<file path="src/rtl/pwm_aq_pkg.sv">
package pwm_aq_pkg;
  localparam int unsigned ADDR_W = 3;

  localparam logic [ADDR_W-1:0] A_CTRL  = 3'd0;
  localparam logic [ADDR_W-1:0] A_PER   = 3'd1;
  localparam logic [ADDR_W-1:0] A_CMPA  = 3'd2;
  localparam logic [ADDR_W-1:0] A_CMPB  = 3'd3;
  localparam logic [ADDR_W-1:0] A_ACTA  = 3'd4;
  localparam logic [ADDR_W-1:0] A_ACTB  = 3'd5;
  localparam logic [ADDR_W-1:0] A_COUNT = 3'd6;

  typedef enum logic [1:0] {
    ACT_NONE = 2'b00,
    ACT_CLR  = 2'b01,
    ACT_SET  = 2'b10,
    ACT_TGL  = 2'b11
  } act_e;
endpackage

</file>
<file path="src/rtl/pwm_aq_regs.sv">
module pwm_aq_regs
  import pwm_aq_pkg::*;
#(
  parameter int unsigned DW   = 16,
  parameter int unsigned SELW = 3,
  parameter int unsigned NCH  = 2
) (
  input  logic              clk_i,
  input  logic              rst_ni,
  input  logic              wr_en_i,
  input  logic [ADDR_W-1:0] wr_addr_i,
  input  logic [DW-1:0]     wr_data_i,
  output logic [SELW-1:0]   sel1_o,
  output logic [SELW-1:0]   sel2_o,
  output logic              run_o,
  output logic [DW-1:0]     period_o,
  output logic [DW-1:0]     cmp_o      [NCH],
  output act_e              act_zero_o [NCH],
  output act_e              act_cmp_o  [NCH],
  output logic              sel_wr_o,
  output logic              cnt_wr_o,
  output logic [DW-1:0]     cnt_wdata_o
);
  localparam int unsigned RUN_BIT = 2 * SELW;

  always_ff @(posedge clk_i or negedge rst_ni) begin
    if (!rst_ni) begin
      sel1_o   <= '0;
      sel2_o   <= '0;
      run_o    <= 1'b0;
      period_o <= '0;
    end else if (wr_en_i) begin
      if (wr_addr_i == A_CTRL) begin
        sel1_o <= wr_data_i[SELW-1:0];
        sel2_o <= wr_data_i[2*SELW-1:SELW];
        run_o  <= wr_data_i[RUN_BIT];
      end
      if (wr_addr_i == A_PER) period_o <= wr_data_i;
    end
  end

  for (genvar c = 0; c < NCH; c++) begin : g_ch
    logic [ADDR_W-1:0] cmp_addr, act_addr;
    assign cmp_addr = A_CMPA + ADDR_W'(c);
    assign act_addr = A_ACTA + ADDR_W'(c);
    always_ff @(posedge clk_i or negedge rst_ni) begin
      if (!rst_ni) begin
        cmp_o[c]      <= '0;
        act_zero_o[c] <= ACT_NONE;
        act_cmp_o[c]  <= ACT_NONE;
      end else if (wr_en_i) begin
        if (wr_addr_i == cmp_addr) cmp_o[c] <= wr_data_i;
        if (wr_addr_i == act_addr) begin
          act_zero_o[c] <= act_e'(wr_data_i[1:0]);
          act_cmp_o[c]  <= act_e'(wr_data_i[3:2]);
        end
      end
    end
  end

  assign sel_wr_o    = wr_en_i && (wr_addr_i == A_CTRL);
  assign cnt_wr_o    = wr_en_i && (wr_addr_i == A_COUNT);
  assign cnt_wdata_o = wr_data_i;
endmodule

</file>
<file path="src/rtl/pwm_aq_prescaler.sv">
module pwm_aq_prescaler #(
  parameter int unsigned SELW = 3
) (
  input  logic            clk_i,
  input  logic            rst_ni,
  input  logic [SELW-1:0] sel1_i,
  input  logic [SELW-1:0] sel2_i,
  input  logic            restart_i,
  output logic            tick_o
);
  localparam int unsigned MAXCODE = (1 << SELW) - 1;
  localparam int unsigned S1W     = (MAXCODE < 1) ? 1 : MAXCODE;
  localparam int unsigned S2W     = $clog2(2 * MAXCODE + 1);

  logic [S1W:0]   ratio1;
  logic [S2W-1:0] ratio2;
  logic [S1W-1:0] cnt1_q;
  logic [S2W-1:0] cnt2_q;
  logic           s1_pulse;
  logic           s2_last;

  assign ratio1   = (S1W+1)'(1) << sel1_i;
  assign ratio2   = (sel2_i == '0) ? S2W'(1) : S2W'({sel2_i, 1'b0});
  assign s1_pulse = ({1'b0, cnt1_q} == ratio1 - 1'b1);
  assign s2_last  = (cnt2_q == ratio2 - 1'b1);
  assign tick_o   = s1_pulse && s2_last;

  always_ff @(posedge clk_i or negedge rst_ni) begin
    if (!rst_ni) begin
      cnt1_q <= '0;
      cnt2_q <= '0;
    end else if (restart_i) begin
      cnt1_q <= '0;
      cnt2_q <= '0;
    end else if (s1_pulse) begin
      cnt1_q <= '0;
      cnt2_q <= s2_last ? '0 : cnt2_q + 1'b1;
    end else begin
      cnt1_q <= cnt1_q + 1'b1;
    end
  end

  // after a restart, the next cycle ticks only for a total ratio of 1
  p_restart_r11: assert property (@(posedge clk_i) disable iff (!rst_ni)
    restart_i |=> (tick_o == (sel1_i == '0 && sel2_i == '0)));

  // ratios above 1 never tick on two cycles in a row
  p_tick_gap_r3: assert property (@(posedge clk_i) disable iff (!rst_ni)
    (tick_o && !restart_i && !(sel1_i == '0 && sel2_i == '0)) |=> !tick_o);
endmodule

</file>
<file path="src/rtl/pwm_aq_counter.sv">
module pwm_aq_counter #(
  parameter int unsigned DW = 16
) (
  input  logic          clk_i,
  input  logic          rst_ni,
  input  logic          tick_i,
  input  logic          run_i,
  input  logic [DW-1:0] period_i,
  input  logic          cnt_wr_i,
  input  logic [DW-1:0] cnt_wdata_i,
  output logic [DW-1:0] cnt_o,
  output logic          ev_en_o
);
  logic [DW-1:0] cnt_q;

  always_ff @(posedge clk_i or negedge rst_ni) begin
    if (!rst_ni)                cnt_q <= '0;
    else if (cnt_wr_i)          cnt_q <= cnt_wdata_i;
    else if (tick_i && run_i)   cnt_q <= (cnt_q >= period_i) ? '0 : cnt_q + 1'b1;
  end

  assign cnt_o   = cnt_q;
  assign ev_en_o = tick_i && run_i && !cnt_wr_i;

  // a frozen counter holds unless software loads it
  p_freeze_hold_r5: assert property (@(posedge clk_i) disable iff (!rst_ni)
    (!run_i && !cnt_wr_i) |=> $stable(cnt_q));

  // without a load the counter holds, steps by one or wraps to zero
  p_step_r4: assert property (@(posedge clk_i) disable iff (!rst_ni)
    !cnt_wr_i |=> (cnt_q == $past(cnt_q) || cnt_q == $past(cnt_q) + 1'b1 || cnt_q == '0));

  // a load lands on the next cycle
  p_load_r10: assert property (@(posedge clk_i) disable iff (!rst_ni)
    cnt_wr_i |=> (cnt_q == $past(cnt_wdata_i)));
endmodule

</file>
<file path="src/rtl/pwm_aq_action.sv">
module pwm_aq_action
  import pwm_aq_pkg::*;
#(
  parameter int unsigned DW = 16
) (
  input  logic          clk_i,
  input  logic          rst_ni,
  input  logic          ev_en_i,
  input  logic [DW-1:0] cnt_i,
  input  logic [DW-1:0] cmp_i,
  input  act_e          act_zero_i,
  input  act_e          act_cmp_i,
  output logic          out_o
);
  logic out_q;
  logic hit_zero, hit_cmp;
  act_e act_sel;

  assign hit_zero = ev_en_i && (cnt_i == '0);
  assign hit_cmp  = ev_en_i && (cnt_i == cmp_i);

  always_comb begin
    if (hit_cmp && act_cmp_i != ACT_NONE) act_sel = act_cmp_i;
    else if (hit_zero)                    act_sel = act_zero_i;
    else                                  act_sel = ACT_NONE;
  end

  always_ff @(posedge clk_i or negedge rst_ni) begin
    if (!rst_ni) out_q <= 1'b0;
    else begin
      unique case (act_sel)
        ACT_CLR: out_q <= 1'b0;
        ACT_SET: out_q <= 1'b1;
        ACT_TGL: out_q <= ~out_q;
        default: out_q <= out_q;
      endcase
    end
  end

  assign out_o = out_q;

  // outside events the output holds
  p_quiet_hold_r6: assert property (@(posedge clk_i) disable iff (!rst_ni)
    !ev_en_i |=> $stable(out_q));

  // compare set beats any zero action on the same tick
  p_cmp_wins_r8: assert property (@(posedge clk_i) disable iff (!rst_ni)
    (ev_en_i && cnt_i == '0 && cmp_i == '0 && act_cmp_i == ACT_SET) |=> out_q);
endmodule

</file>
<file path="src/rtl/pwm_aq_timebase.sv">
module pwm_aq_timebase
  import pwm_aq_pkg::*;
#(
  parameter int unsigned DW   = 16,
  parameter int unsigned SELW = 3
) (
  input  logic              clk_i,
  input  logic              rst_ni,
  input  logic              wr_en_i,
  input  logic [ADDR_W-1:0] wr_addr_i,
  input  logic [DW-1:0]     wr_data_i,
  output logic              pwm_a_o,
  output logic              pwm_b_o,
  output logic [DW-1:0]     count_o
);
  localparam int unsigned NCH = 2;

  logic [SELW-1:0] sel1, sel2;
  logic            run, sel_wr, cnt_wr, tick, ev_en;
  logic [DW-1:0]   period, cnt_wdata, cnt;
  logic [DW-1:0]   cmp      [NCH];
  act_e            act_zero [NCH];
  act_e            act_cmp  [NCH];
  logic [NCH-1:0]  outs;

  pwm_aq_regs #(.DW(DW), .SELW(SELW), .NCH(NCH)) u_regs (
    .clk_i, .rst_ni, .wr_en_i, .wr_addr_i, .wr_data_i,
    .sel1_o(sel1), .sel2_o(sel2), .run_o(run), .period_o(period),
    .cmp_o(cmp), .act_zero_o(act_zero), .act_cmp_o(act_cmp),
    .sel_wr_o(sel_wr), .cnt_wr_o(cnt_wr), .cnt_wdata_o(cnt_wdata)
  );

  pwm_aq_prescaler #(.SELW(SELW)) u_presc (
    .clk_i, .rst_ni, .sel1_i(sel1), .sel2_i(sel2),
    .restart_i(sel_wr), .tick_o(tick)
  );

  pwm_aq_counter #(.DW(DW)) u_cnt (
    .clk_i, .rst_ni, .tick_i(tick), .run_i(run), .period_i(period),
    .cnt_wr_i(cnt_wr), .cnt_wdata_i(cnt_wdata), .cnt_o(cnt), .ev_en_o(ev_en)
  );

  for (genvar c = 0; c < NCH; c++) begin : g_out
    pwm_aq_action #(.DW(DW)) u_act (
      .clk_i, .rst_ni, .ev_en_i(ev_en), .cnt_i(cnt), .cmp_i(cmp[c]),
      .act_zero_i(act_zero[c]), .act_cmp_i(act_cmp[c]), .out_o(outs[c])
    );
  end

  assign pwm_a_o = outs[0];
  assign pwm_b_o = outs[1];
  assign count_o = cnt;
endmodule

</file>
<file path="config.mk">
export PLATFORM = sky130hd
export DESIGN_NAME = pwm_aq_timebase
export DESIGN_NICKNAME = d
export VERILOG_FILES = /design/src/rtl/pwm_aq_pkg.sv /design/src/rtl/pwm_aq_regs.sv /design/src/rtl/pwm_aq_prescaler.sv /design/src/rtl/pwm_aq_counter.sv /design/src/rtl/pwm_aq_action.sv /design/src/rtl/pwm_aq_timebase.sv
export SDC_FILE = /design/constraint.sdc
export NUM_CORES = 1
export LEC_CHECK = 0
export CAP_MARGIN = 10
export CORE_UTILIZATION = 59
export DETAILED_ROUTE_END_ITERATION = 10
export GPL_ROUTABILITY_DRIVEN = 0
export PLACE_DENSITY = 0.81
export SYNTH_ARGS = -nofsm -noshare
export SYNTH_HDL_FRONTEND = slang
export SYNTH_SLANG_ARGS = --single-unit
</file>
<file path="constraint.sdc">
create_clock -name clk_i -period 2.45 [get_ports clk_i]
set_input_delay 0.245 -clock clk_i [delete_from_list [all_inputs] [get_ports clk_i]]
set_output_delay 0.245 -clock clk_i [all_outputs]
set_load 0.05 [all_outputs]
</file>
==> results.md <==
| Step | Parameter | Value |
| --- | --- | --- |
| critical path | Critical path's slowest cell | dfrtp_1 |
| synth | Async set-or-reset flop fraction in the synthesized netlist | 1.00 |
| route | Post-detailed-route via-to-cell ratio | 6.17 |
| die | IO Count | 40 |
| die | Placement Rows | 33 |
| cells and area | Number of nets at the end of the flow | 604 |
| global route | Maximum number of pins on one net before global-route repair | 54 |
| route | Remaining design rule violation count | 0 |
| synth | Cell type contributing the most total cell area after synthesis | dfrtp_1 |
| synth | Portion of the post-synthesis area used by sequential elements | 0.455 |
| sta | Final period util | 0.972 |
| synth | Top-area cell type share of the netlist area | 0.455 |
| critical path | Crit Path Class | flip-flop to flip-flop |
| critical path | Critical register-to-register path startpoint | u_regs.sel1_o[2]$_DFFE_PN0P_ |
| route | Number of optimization iterations in the first detailed-route pass | 5 |
| cells and area | Diode insertion count for antenna repair | 0 |
| die | Initial core utilization | 0.613 |
| critical path | Critical path startpoint | u_regs.sel1_o[2]$_DFFE_PN0P_ |
| synth | Commonest cells in the netlist | dfrtp_1 (92), nand2_1 (52), mux2_2 (44) |
| synth | Cell count after synthesis | 509 |
| synth | Most common cell in the netlist | dfrtp_1 |
| critical path | Critical path data required time | 2710 ps |
| pwr | Highest ir drop seen on vdd | 0.600 mV |
| global route | Number of global-route vias before repair | 4,266 |
| cells and area | P&R area growth vs syn | 17.7% |
| cts | Clock tree from TritonCTS | built |
| sta | Highest attainable clock frequency | 0.420 GHz |
| route | Routed wirelength normalized by instance count | 18.8 um |
| route | Wire length reported by the detailed router | 12,600 um |
| run status | Run status | finished, final reports clean |
| die | Die Span Y | 94.7 um |
| synth | Number of flops mapped to enable cells by yosys | 0 |
| synth | Primary flip-flop cell chosen by synthesis mapping | dfrtp_1 |
| die | Total Die Area | 0.00896 mm^2 |
| route | ANT nets after route | 0 |
| synth | Synth unique cells | 50 |
| cts | Clock slew at reported path FFs | 100 ps |
| global route | GRT Util Overall | 0.306 |
| pwr | Overall Power | 6.53 mW |
| synth | Cell types with the largest area share after synthesis | dfrtp_1 (45%), mux2_2 (9.8%), ha_1 (4.9%), nand2_1 (3.9%), xnor2_1 (3.8%) |
| cts | Inserted Clock Buffers | 9 |
| sta | Setup repair after global routing missed its margin | true |
| sta | Final critical path time including I/O delays and setup | 2380 ps |
| sta | # setup viols final | 0 |
| sta | Pin slew with the least headroom to its limit | 537 ps |
| placed design | Placed cell area | 0.00573 mm^2 |
| sta | Worst Clk Skew | 18.0 ps |
| synth | Number of warnings issued by yosys | 0 |
| critical path | Worst EP arrival | 2640 ps |
| critical path | Nature of the critical path startpoint | flip-flop |
| pwr | PwrDens | 1090 mW/mm^2 |
| route | Total number of vias | 4,148 |
| critical path | Endpoint class of the critical path | flip-flop |
| cts | H-Tree Level Count | 3 |
| critical path | Sequence of cells on the critical path | nor3_1, a41oi_1, a2111o_1, a211oi_4, nand3_2, or2_2, o311ai_2 |
| synth | Post-synthesis sequential element count | 92 |
| global route | Wire length of the first global-routing pass | 20,400 um |
| cts | Max clock buf depth | 2 |
| sta | Final-report hold violation count | 0 |
| synth | Number of nets in the synthesized netlist | 551 |
| die | Area of the core | 0.00826 mm^2 |
| synth | Mapped Area | 0.00506 mm^2 |
| critical path | Cells on worst reg2reg path | 7 |
| route | Iteration-0 DRC Markers | 349 |
| synth | Mapped Avg Cell Area | 9.95 um^2 |
| critical path | Largest driver fanout on the critical path | 7 |
| critical path | Stage delay of the slowest cell on the critical path | 450 ps |
| job | Max-cap violations | 0 |
| sta | Max-Slew Margin vs Limit | 0.642 |
| hold path | Tightest Hold Check Type | input pin to asynchronous set/reset pin |
| cells and area | Fraction of final layout cells sized beyond drive strength 1 | 0.196 |
| placed design | Final HPWL DP | 9150 um |
| pwr | Leakage power summed over all cells | 2.48 nW |
| critical path | End of the worst register-to-register path | u_cnt.cnt_o[8]$_DFFE_PN0P_ |
| cts | Root buffer cell | clkbuf_8 |
| cts | TritonCTS Sinks | 92 |
| sta | Number of max-slew violations in the final report | 0 |
| critical path | FF-to-FF setup slack | 70 ps |
| die | Die X-Extent | 94.7 um |
| placed design | Buffers on Ports | 39 |
| cts | Clock latency on the worst-skew pair | 360 ps |
| global route | Initial antenna violation count | 0 |
| global route | Congestion Overflow GR | 0 |
| cells and area | Post-route cell area | 0.00596 mm^2 |
per-layer routing:
layer	vias to the layer above	wire length, um	track usage
met4	0	544	0.176
met1	1996	4950	0.382
li1	1895	-	-
met5	-	0	0
met2	209	6300	0.508
met3	48	846	0.0411
metrics by stage:
step / cells / TNS, ps / hold slack, ps / utilization / setup slack [ps]
2_1_floorplan: 509 / 0 / -50.6 / - / 1.91
3_3_place_gp: 654 / 0 / 259 / 0.694 / 165
3_5_place_dp: 654 / 0 / 256 / 0.694 / 65.2
4_1_cts: 671 / 0 / 409 / 0.718 / 16.4
5_1_grt: 672 / -16.4 / 441 / 0.722 / -15.4
6_report: 672 / 0 / 391 / 0.722 / 69.1
layout make-up:
class / count / area [um^2]
clock buffer: 12 / 155
clock inverter: 4 / 33.8
fill: 598 / 2290
inverter: 29 / 109
multi-input combinational: 359 / 2580
sequential: 92 / 2310
tap: 105 / 131
timing repair buffer: 71 / 647
critical path: cells and delay by family (launching register included):
family           cells  cell delay, ps
flip-flops           1             450
AND/OR/NAND/NOR      3             840
AO/OA/AOI/OAI        4            1010
worst max path at each step:
stage                                    endpoint  slack [ps]
floorplan              u_cnt.cnt_o[2]$_DFFE_PN0P_           2
global placement       u_cnt.cnt_o[5]$_DFFE_PN0P_         170
detailed placement    u_cnt.cnt_o[15]$_DFFE_PN0P_          70
CTS                    u_cnt.cnt_o[3]$_DFFE_PN0P_          20
global route        u_presc.cnt2_q[2]$_DFFE_PN0P_         -20
finish                 u_cnt.cnt_o[8]$_DFFE_PN0P_          70
placed cells by master (no fill, tap or decap), drive strengths merged, types with 3 or more instances in the layout:
master and n:
nor3b 5, nor4 10, xnor2 22, nor2 27
and3 8, o211ai 6, nand2b 10, nand4b 3
a21oi 14, ha 20, o311ai 8, nand2 52
o21ai 44, mux2 44, nor3 6, a31oi 5
xor2 17, nand4 4, o31ai 4, inv 29
dfrtp 92, clkbuf 12, buf 32, clkdlybuf4s50 38
or2 3, nor2b 3, clkinv 3, nand3 18
where the power goes:
part           total, mW  switching [mW]  internal [mW]
logic               3.22            1.88           1.34
registers           2.34           0.396           1.94
clock network      0.967           0.537          0.431
what timing repair did:
action / CTS / global route
buffers inserted: 0 / 0
resized for setup: 0 / 8
hold buffers: 1 / 0
hold endpoints to repair: 39 / 0
endpoints found under the setup margin: 0 / 17
flip-flops by register name, summed over array words and instances, names as in the netlist:
register	cells
u_regs.act_zero_o	4
u_regs.cmp_o	32
g_out.u_act.out_o	2
u_cnt.cnt_o	16
u_regs.run_o	1
u_regs.sel1_o	3
u_regs.sel2_o	3
u_regs.period_o	16
u_presc.cnt2_q	4
u_regs.act_cmp_o	4
u_presc.cnt1_q	7
cell families after synthesis:
group / share of synthesized area
xor gates and xnor gates: 0.0674
buffers and inverters: 0.0452
and+or+nand+nor: 0.154
AOI/OAI and AO/OA: 0.127
adders and majority gates: 0.0494
DFF: 0.455
muxes: 0.102
Power figures use the tool's default switching activity.
